## config.mk

```make
export PLATFORM = sky130hd
export DESIGN_NAME = memmap_decoder
export DESIGN_NICKNAME = d
export VERILOG_FILES = /design/src/rtl/memmap_pkg.sv /design/src/rtl/memmap_cfg_regs.sv /design/src/rtl/memmap_region.sv /design/src/rtl/memmap_pins.sv /design/src/rtl/memmap_decoder.sv
export SDC_FILE = /design/constraint.sdc
export NUM_CORES = 1
export LEC_CHECK = 0
export ABC_AREA = 1
export BUFFER_PORTS_ARGS = -buffer_cell sky130_fd_sc_hd__buf_4
export CAP_MARGIN = 20
export CORE_MARGIN = 2
export CORE_UTILIZATION = 30
export CTS_CLUSTER_SIZE = 25
export DETAILED_ROUTE_END_ITERATION = 7
export PLACE_DENSITY = 0.62
export SETUP_SLACK_MARGIN = 0.3
export SLEW_MARGIN = 20
export SYNTH_ARGS = -nofsm -noshare
export SYNTH_HDL_FRONTEND = slang
export SYNTH_SLANG_ARGS = --single-unit
export TNS_END_PERCENT = 100
```

## constraint.sdc

```tcl
create_clock -name clk -period 1.7 [get_ports clk]
set_clock_uncertainty 0.1 [all_clocks]
set_input_delay 0.17 -clock clk [delete_from_list [all_inputs] [get_ports clk]]
set_output_delay 0.17 -clock clk [all_outputs]
set_load 0.03 [all_outputs]
```

## src/rtl/memmap_pkg.sv

```systemverilog
package memmap_pkg;

    typedef enum logic [1:0] {
        ACC_IDLE  = 2'b00,
        ACC_FETCH = 2'b01,
        ACC_READ  = 2'b10,
        ACC_WRITE = 2'b11
    } acc_kind_e;

    typedef struct packed {
        logic [1:0] win_mode;
        logic       stack_rsv;
        logic [2:0] aline_code;
        logic [2:0] csel_code;
    } map_cfg_t;

    localparam map_cfg_t CFG_RESET = '{win_mode: 2'b00, stack_rsv: 1'b0,
                                       aline_code: 3'b111, csel_code: 3'b111};

    localparam int PIN_GROUP = 4;

    localparam logic [31:0] SRAM_BASE_TOP   = 32'h0000_F000;
    localparam logic [31:0] SRAM_BASE_ZERO  = 32'h0000_0000;
    localparam logic [31:0] SRAM_BASE_HIGH  = 32'h0040_0000;
    localparam logic [31:0] CAN_BASE_LOW    = 32'h0000_EE00;
    localparam logic [31:0] CAN_BASE_HIGH   = 32'h0040_1000;

    function automatic logic [2:0] code_to_count(input logic [2:0] code);
        case (code)
            3'b111:  return 3'd4;
            3'b110:  return 3'd3;
            3'b101:  return 3'd2;
            3'b100:  return 3'd1;
            default: return 3'd0;
        endcase
    endfunction

endpackage

```

## src/rtl/memmap_cfg_regs.sv

```systemverilog
module memmap_cfg_regs
    import memmap_pkg::*;
(
    input  logic     clk,
    input  logic     rst,
    input  logic     wr,
    input  map_cfg_t cfg_in,
    output map_cfg_t cfg_q
);

    typedef struct packed {
        map_cfg_t cfg;
    } state_t;

    state_t state_d;
    state_t state_q;

    always_comb begin
        state_d = state_q;
        if (wr) begin
            state_d.cfg = cfg_in;
        end
    end

    always_ff @(posedge clk) begin
        if (rst) begin
            state_q.cfg <= CFG_RESET;
        end else begin
            state_q <= state_d;
        end
    end

    assign cfg_q = state_q.cfg;

endmodule

```

## src/rtl/memmap_region.sv

```systemverilog
module memmap_region
    import memmap_pkg::*;
#(
    parameter int ADDR_W   = 23,
    parameter int SRAM_LG  = 12,
    parameter int STACK_LG = 10,
    parameter int CAN_LG   = 9
) (
    input  logic [ADDR_W-1:0] addr,
    input  acc_kind_e         kind,
    input  logic [1:0]        win_mode,
    input  logic              stack_rsv,
    output logic              hit_sram,
    output logic              hit_can,
    output logic              hit_rsv,
    output logic              hit_ext,
    output logic              rd_n,
    output logic              wr_n,
    output logic              psen_n
);

    function automatic logic in_win(input logic [31:0] a, input logic [31:0] base, input int lg);
        return (a >> lg) == (base >> lg);
    endfunction

    typedef struct packed {
        logic sram;
        logic can;
        logic rsv;
        logic ext;
    } route_t;

    logic [31:0] addr_w;
    logic [31:0] sram_base;
    logic [31:0] can_base;
    logic        is_data;
    logic        is_fetch;
    logic        in_sram;
    logic        shared_mode;
    route_t      route_d;

    always_comb begin
        addr_w      = 32'(addr);
        is_data     = (kind == ACC_READ) || (kind == ACC_WRITE);
        is_fetch    = (kind == ACC_FETCH);
        shared_mode = (win_mode == 2'b11);

        case (win_mode)
            2'b00:   sram_base = SRAM_BASE_TOP;
            2'b01:   sram_base = SRAM_BASE_ZERO;
            default: sram_base = SRAM_BASE_HIGH;
        endcase
        can_base = win_mode[1] ? CAN_BASE_HIGH : CAN_BASE_LOW;

        in_sram = in_win(addr_w, sram_base, SRAM_LG);

        route_d.can  = is_data && in_win(addr_w, can_base, CAN_LG);
        route_d.rsv  = !route_d.can && is_data && in_sram && stack_rsv &&
                       !shared_mode && in_win(addr_w, sram_base, STACK_LG);
        route_d.sram = !route_d.can && !route_d.rsv && in_sram &&
                       (is_data || (is_fetch && shared_mode));
        route_d.ext  = (kind != ACC_IDLE) && !route_d.can && !route_d.rsv && !route_d.sram;
    end

    assign hit_sram = route_d.sram;
    assign hit_can  = route_d.can;
    assign hit_rsv  = route_d.rsv;
    assign hit_ext  = route_d.ext;
    assign rd_n     = !(route_d.ext && kind == ACC_READ);
    assign wr_n     = !(route_d.ext && kind == ACC_WRITE);
    assign psen_n   = !(route_d.ext && kind == ACC_FETCH);

endmodule

```

## src/rtl/memmap_pins.sv

```systemverilog
module memmap_pins
    import memmap_pkg::*;
#(
    parameter int PINS = PIN_GROUP,
    localparam int SLICE_W = PINS + 2,
    localparam int PORT_W  = 2 * PINS
) (
    input  logic [SLICE_W-1:0] addr_slice,
    input  logic               ext_access,
    input  logic [2:0]         aline_code,
    input  logic [2:0]         csel_code,
    input  logic [PORT_W-1:0]  port_latch,
    output logic [PORT_W-1:0]  port_out,
    output logic [PORT_W-1:0]  port_is_mem,
    output logic [PINS-1:0]    csel_n
);

    logic [2:0] n_lines;
    logic [2:0] n_csel;
    logic [1:0] quarter;

    always_comb begin
        n_lines = code_to_count(aline_code);
        n_csel  = code_to_count(csel_code);
        quarter = addr_slice[int'(n_lines) +: 2];
    end

    for (genvar i = 0; i < PINS; i++) begin : g_pin
        logic aline_en;
        logic csel_en;

        assign aline_en = (3'(i) < n_lines);
        assign csel_en  = (3'(i) < n_csel);

        assign port_is_mem[PINS+i] = aline_en;
        assign port_out[PINS+i]    = aline_en ? addr_slice[2+i] : port_latch[PINS+i];

        assign csel_n[i]      = !(csel_en && ext_access && quarter == 2'(i));
        assign port_is_mem[i] = csel_en;
        assign port_out[i]    = csel_en ? csel_n[i] : port_latch[i];
    end

endmodule

```

## src/rtl/memmap_decoder.sv

```systemverilog
module memmap_decoder
    import memmap_pkg::*;
#(
    parameter int ADDR_W    = 23,
    parameter int SRAM_LG   = 12,
    parameter int STACK_LG  = 10,
    parameter int CAN_LG    = 9,
    parameter int ALINE_LSB = 16,
    localparam int PORT_W   = 2 * PIN_GROUP
) (
    input  logic              clk,
    input  logic              rst,
    input  logic              cfg_wr,
    input  logic [1:0]        cfg_win_mode,
    input  logic              cfg_stack_rsv,
    input  logic [2:0]        cfg_aline_code,
    input  logic [2:0]        cfg_csel_code,
    input  logic [1:0]        acc_kind,
    input  logic [ADDR_W-1:0] acc_addr,
    input  logic [PORT_W-1:0] port_latch,
    output logic              hit_sram,
    output logic              hit_can,
    output logic              hit_rsv,
    output logic              hit_ext,
    output logic              ext_rd_n,
    output logic              ext_wr_n,
    output logic              ext_psen_n,
    output logic [PORT_W-1:0] port_out,
    output logic [PORT_W-1:0] port_is_mem
);

    map_cfg_t               cfg_in;
    map_cfg_t               cfg_q;
    logic [PIN_GROUP-1:0]   csel_n;

    assign cfg_in = '{win_mode: cfg_win_mode, stack_rsv: cfg_stack_rsv,
                      aline_code: cfg_aline_code, csel_code: cfg_csel_code};

    memmap_cfg_regs i_cfg (
        .clk    (clk),
        .rst    (rst),
        .wr     (cfg_wr),
        .cfg_in (cfg_in),
        .cfg_q  (cfg_q)
    );

    memmap_region #(
        .ADDR_W   (ADDR_W),
        .SRAM_LG  (SRAM_LG),
        .STACK_LG (STACK_LG),
        .CAN_LG   (CAN_LG)
    ) i_region (
        .addr      (acc_addr),
        .kind      (acc_kind_e'(acc_kind)),
        .win_mode  (cfg_q.win_mode),
        .stack_rsv (cfg_q.stack_rsv),
        .hit_sram  (hit_sram),
        .hit_can   (hit_can),
        .hit_rsv   (hit_rsv),
        .hit_ext   (hit_ext),
        .rd_n      (ext_rd_n),
        .wr_n      (ext_wr_n),
        .psen_n    (ext_psen_n)
    );

    memmap_pins #(
        .PINS (PIN_GROUP)
    ) i_pins (
        .addr_slice  (acc_addr[ALINE_LSB+PIN_GROUP-1:ALINE_LSB-2]),
        .ext_access  (hit_ext),
        .aline_code  (cfg_q.aline_code),
        .csel_code   (cfg_q.csel_code),
        .port_latch  (port_latch),
        .port_out    (port_out),
        .port_is_mem (port_is_mem),
        .csel_n      (csel_n)
    );

endmodule

```

==> metrics.txt <==
CP startpoint kind=register; vias in the first global route=1192; unrepaired setup endpoints after global routing=true; total power=0.00106 W; GRT Overall Usage=0.174; routed len/inst=10.4 um; status=complete, but fails checks; Synth Area in XOR/XNOR=0; post-synthesis mux area share=0; leak pwr=0.999 nW; Residual DRC=0; Final min period=1.85 ns; Worst slew margin=0.821; # IOs=68; Post-DP Area=1540 um^2; WHS=-0.00424 ns; critical path arrival=1.58 ns; Cell Area, Synth=963 um^2; Clock H-tree levels=1; CTS Buf Count=3; Final Hold Fails=3; Clock Path Buffers=2; CTS tree=yes; Avg Cell Area, Syn=5.24 um^2; CP Max Fanout=5; Power Dens Cells=535 nW/um^2; via count=1337; #FFs+latches synth=9; Largest register FFs=9; Post-Synth Adder-Cell Area=0; Register Area=195 um^2; die height=60.7 um; post-DP HPWL=2290 um; Worst Path Buf+Inv=4; layout cells sized above 1=0.588; area leader, netlist=nand2_1; via/cell ratio=4.47; Ant. Diodes=0; P&R area growth vs syn=105%; cell chain of the critical path=nor2_4 > inv_1 > nand2_1 > nand2_2 > nand3_4 > clkinv_4 > a21oi_4 > buf_6 > nand3_4 > buf_6; final instance area=1980 um^2; Post-Synthesis Cells=184; largest net degree at the start of global routing=16; Hold Path Class=in -> reg; initial antenna violation count=0; die footprint=3680 um^2; final setup vio count=10; clock slew at reported path FFs=0.07 ns; fin util=0.648; Place WS=0.0177 ns; failing checks=negative hold slack, negative setup slack; compound-cell area share of the yosys netlist=0.142; fill count=283; internal power=0.000600 W; core area=3050 um^2; Crit. End Element=output port; final net count=301; Seq pwr share=0.231; post-route ant nets=0; max-slew violation count=0; simple-gate share of the synthesized area=0.475; Die X-Extent=60.7 um; top cell type's share of synthesized area=0.199; number of core rows=20; global-route wire length before repair=4830 um; FMAX=0.541 GHz; CTS Hold Bufs=0; largest family of logic cells by synthesized area=simple AND/OR/NAND/NOR gates; Switch Pwr=0.000457 W; clock sink count=9; Clock Tree Root=clkbuf_4; Initial Util=0.316; Clock power frac=0.179; Comb pwr share=0.590; Switching Share=0.432; post-synthesis sequential area ratio=0.187; Worst Setup Path Type=reg -> out; Crit path required time=1.43 ns; router iterations before antenna repair=4; fin crit share=1.09; Port Buffers=58; Iteration-0 DRC Markers=35; Slew @ Worst Pin=0.268 ns; GP Congestion=0.820; max_cap viols=0; Synth area leaders=nand2_1, dfxtp_1, nor2_1; multi-input logic area=900 um^2; worst vdd ir=439 uV; syn nets=229; worst skew pair latency=0.28 ns; delay-heaviest family, CP=simple AND/OR/NAND/NOR gates; fin worst setup slack=-0.150 ns; CP max stage cell=dfxtp_4; Overflow after GRT=0; Yosys warnings=0; CP max stage delay=0.37 ns; Netlist cell types=18; Detailed Route WL=3110 um
## power groups by stage
stage	clock [W]	sequential, W	combinational, W
floorplan	0	0.000240	0.000315
global placement	0	0.000242	0.000481
detailed placement	0	0.000242	0.000481
CTS	0.000186	0.000243	0.000588
global route	0.000200	0.000246	0.000674
finish	0.000190	0.000244	0.000624
## repair_timing
| action | CTS | global route |
|---|---|---|
| pin swaps | 32 | 16 |
| endpoints found under the setup margin | 19 | 20 |
| setup buffers | 6 | 6 |
| hold endpoints to repair | 0 | 0 |
| resized for setup | 73 | 18 |
## stage by stage
| stage | TNS [ns] | hold slack [ns] | std cells |
|---|---|---|---|
| 4_1_cts | -1.42 | 0.00216 | 293 |
| 6_report | -1.32 | -0.00424 | 299 |
| 5_1_grt | -2.51 | 0.0135 | 299 |
| 3_5_place_dp | 0 | 0.286 | 283 |
| 2_1_floorplan | 0 | 0.170 | 184 |
| 3_3_place_gp | 0 | 0.285 | 283 |
## cells by family (layout without fill, tap and decap cells)
kind of cell | count (synthesis) | in the layout
buf+inv | 41 | 112
compound gates | 25 | 25
flops | 9 | 9
simple gates | 109 | 109
## Yosys cell counts, drive strengths merged
master and n:
nor2 33, dfxtp 9, inv 28, nand3 17, nand2 54, clkbuf 3, nand4 2, nor3 2
a21oi 11, or2 1, buf 9, o21ai 14, clkinv 1
## worst register-to-register path: cells and delay by family (launching register included)
family | cells | cell delay (ns)
AO/OA/AOI/OAI | 1 | 0.12
buffers and inverters | 2 | 0.19
flip-flops | 1 | 0.40
## worst paths after layout
check	start	endpoint	slack, ns	cells after the start
setup / recovery	i_cfg.cfg_q[8]	ext_psen_n	-0.15	10
hold / removal	cfg_aline_code[2]	i_cfg.cfg_q[5]	-0.004	3
setup reg to reg	i_cfg.cfg_q[3]	i_cfg.cfg_q[3]	0.81	3
hold reg to reg	i_cfg.cfg_q[0]	i_cfg.cfg_q[0]	0.42	2
## layout by cell type (no fill, tap or decap), types with 2 or more instances in the layout
cell / instances
buf_4: 55
nand2_1: 37
buf_6: 24
inv_1: 21
nor2_1: 16
nor2_4: 12
o21ai_0: 11
nand2_2: 10
nand2_4: 7
nand3_2: 7
a21oi_1: 7
inv_2: 5
nor2_2: 5
nand3_1: 5
nand3_4: 5
clkbuf_4: 3
dfxtp_1: 3
dfxtp_2: 3
dfxtp_4: 3
nor3_4: 2
a21oi_2: 2
nand4_1: 2
inv_4: 2
a21oi_4: 2
o21ai_1: 2
## per-layer routing
layer,wire length [um],up-vias,part of all wire,GRT usage
met5,0,-,0,0
met4,62,0,0.020,0.0839
li1,-,710,-,-
met2,1490,44,0.48,0.289
met1,1360,576,0.44,0.218
met3,193,7,0.062,0.0277
## layout make-up
cell class	instances	area share
multi-input combinational	134	0.455
timing repair buffer	79	0.345
clock buffer	4	0.0133
tap	44	0.0278
sequential	9	0.0987
inverter	29	0.0601
(Power assumes the default switching activity.)
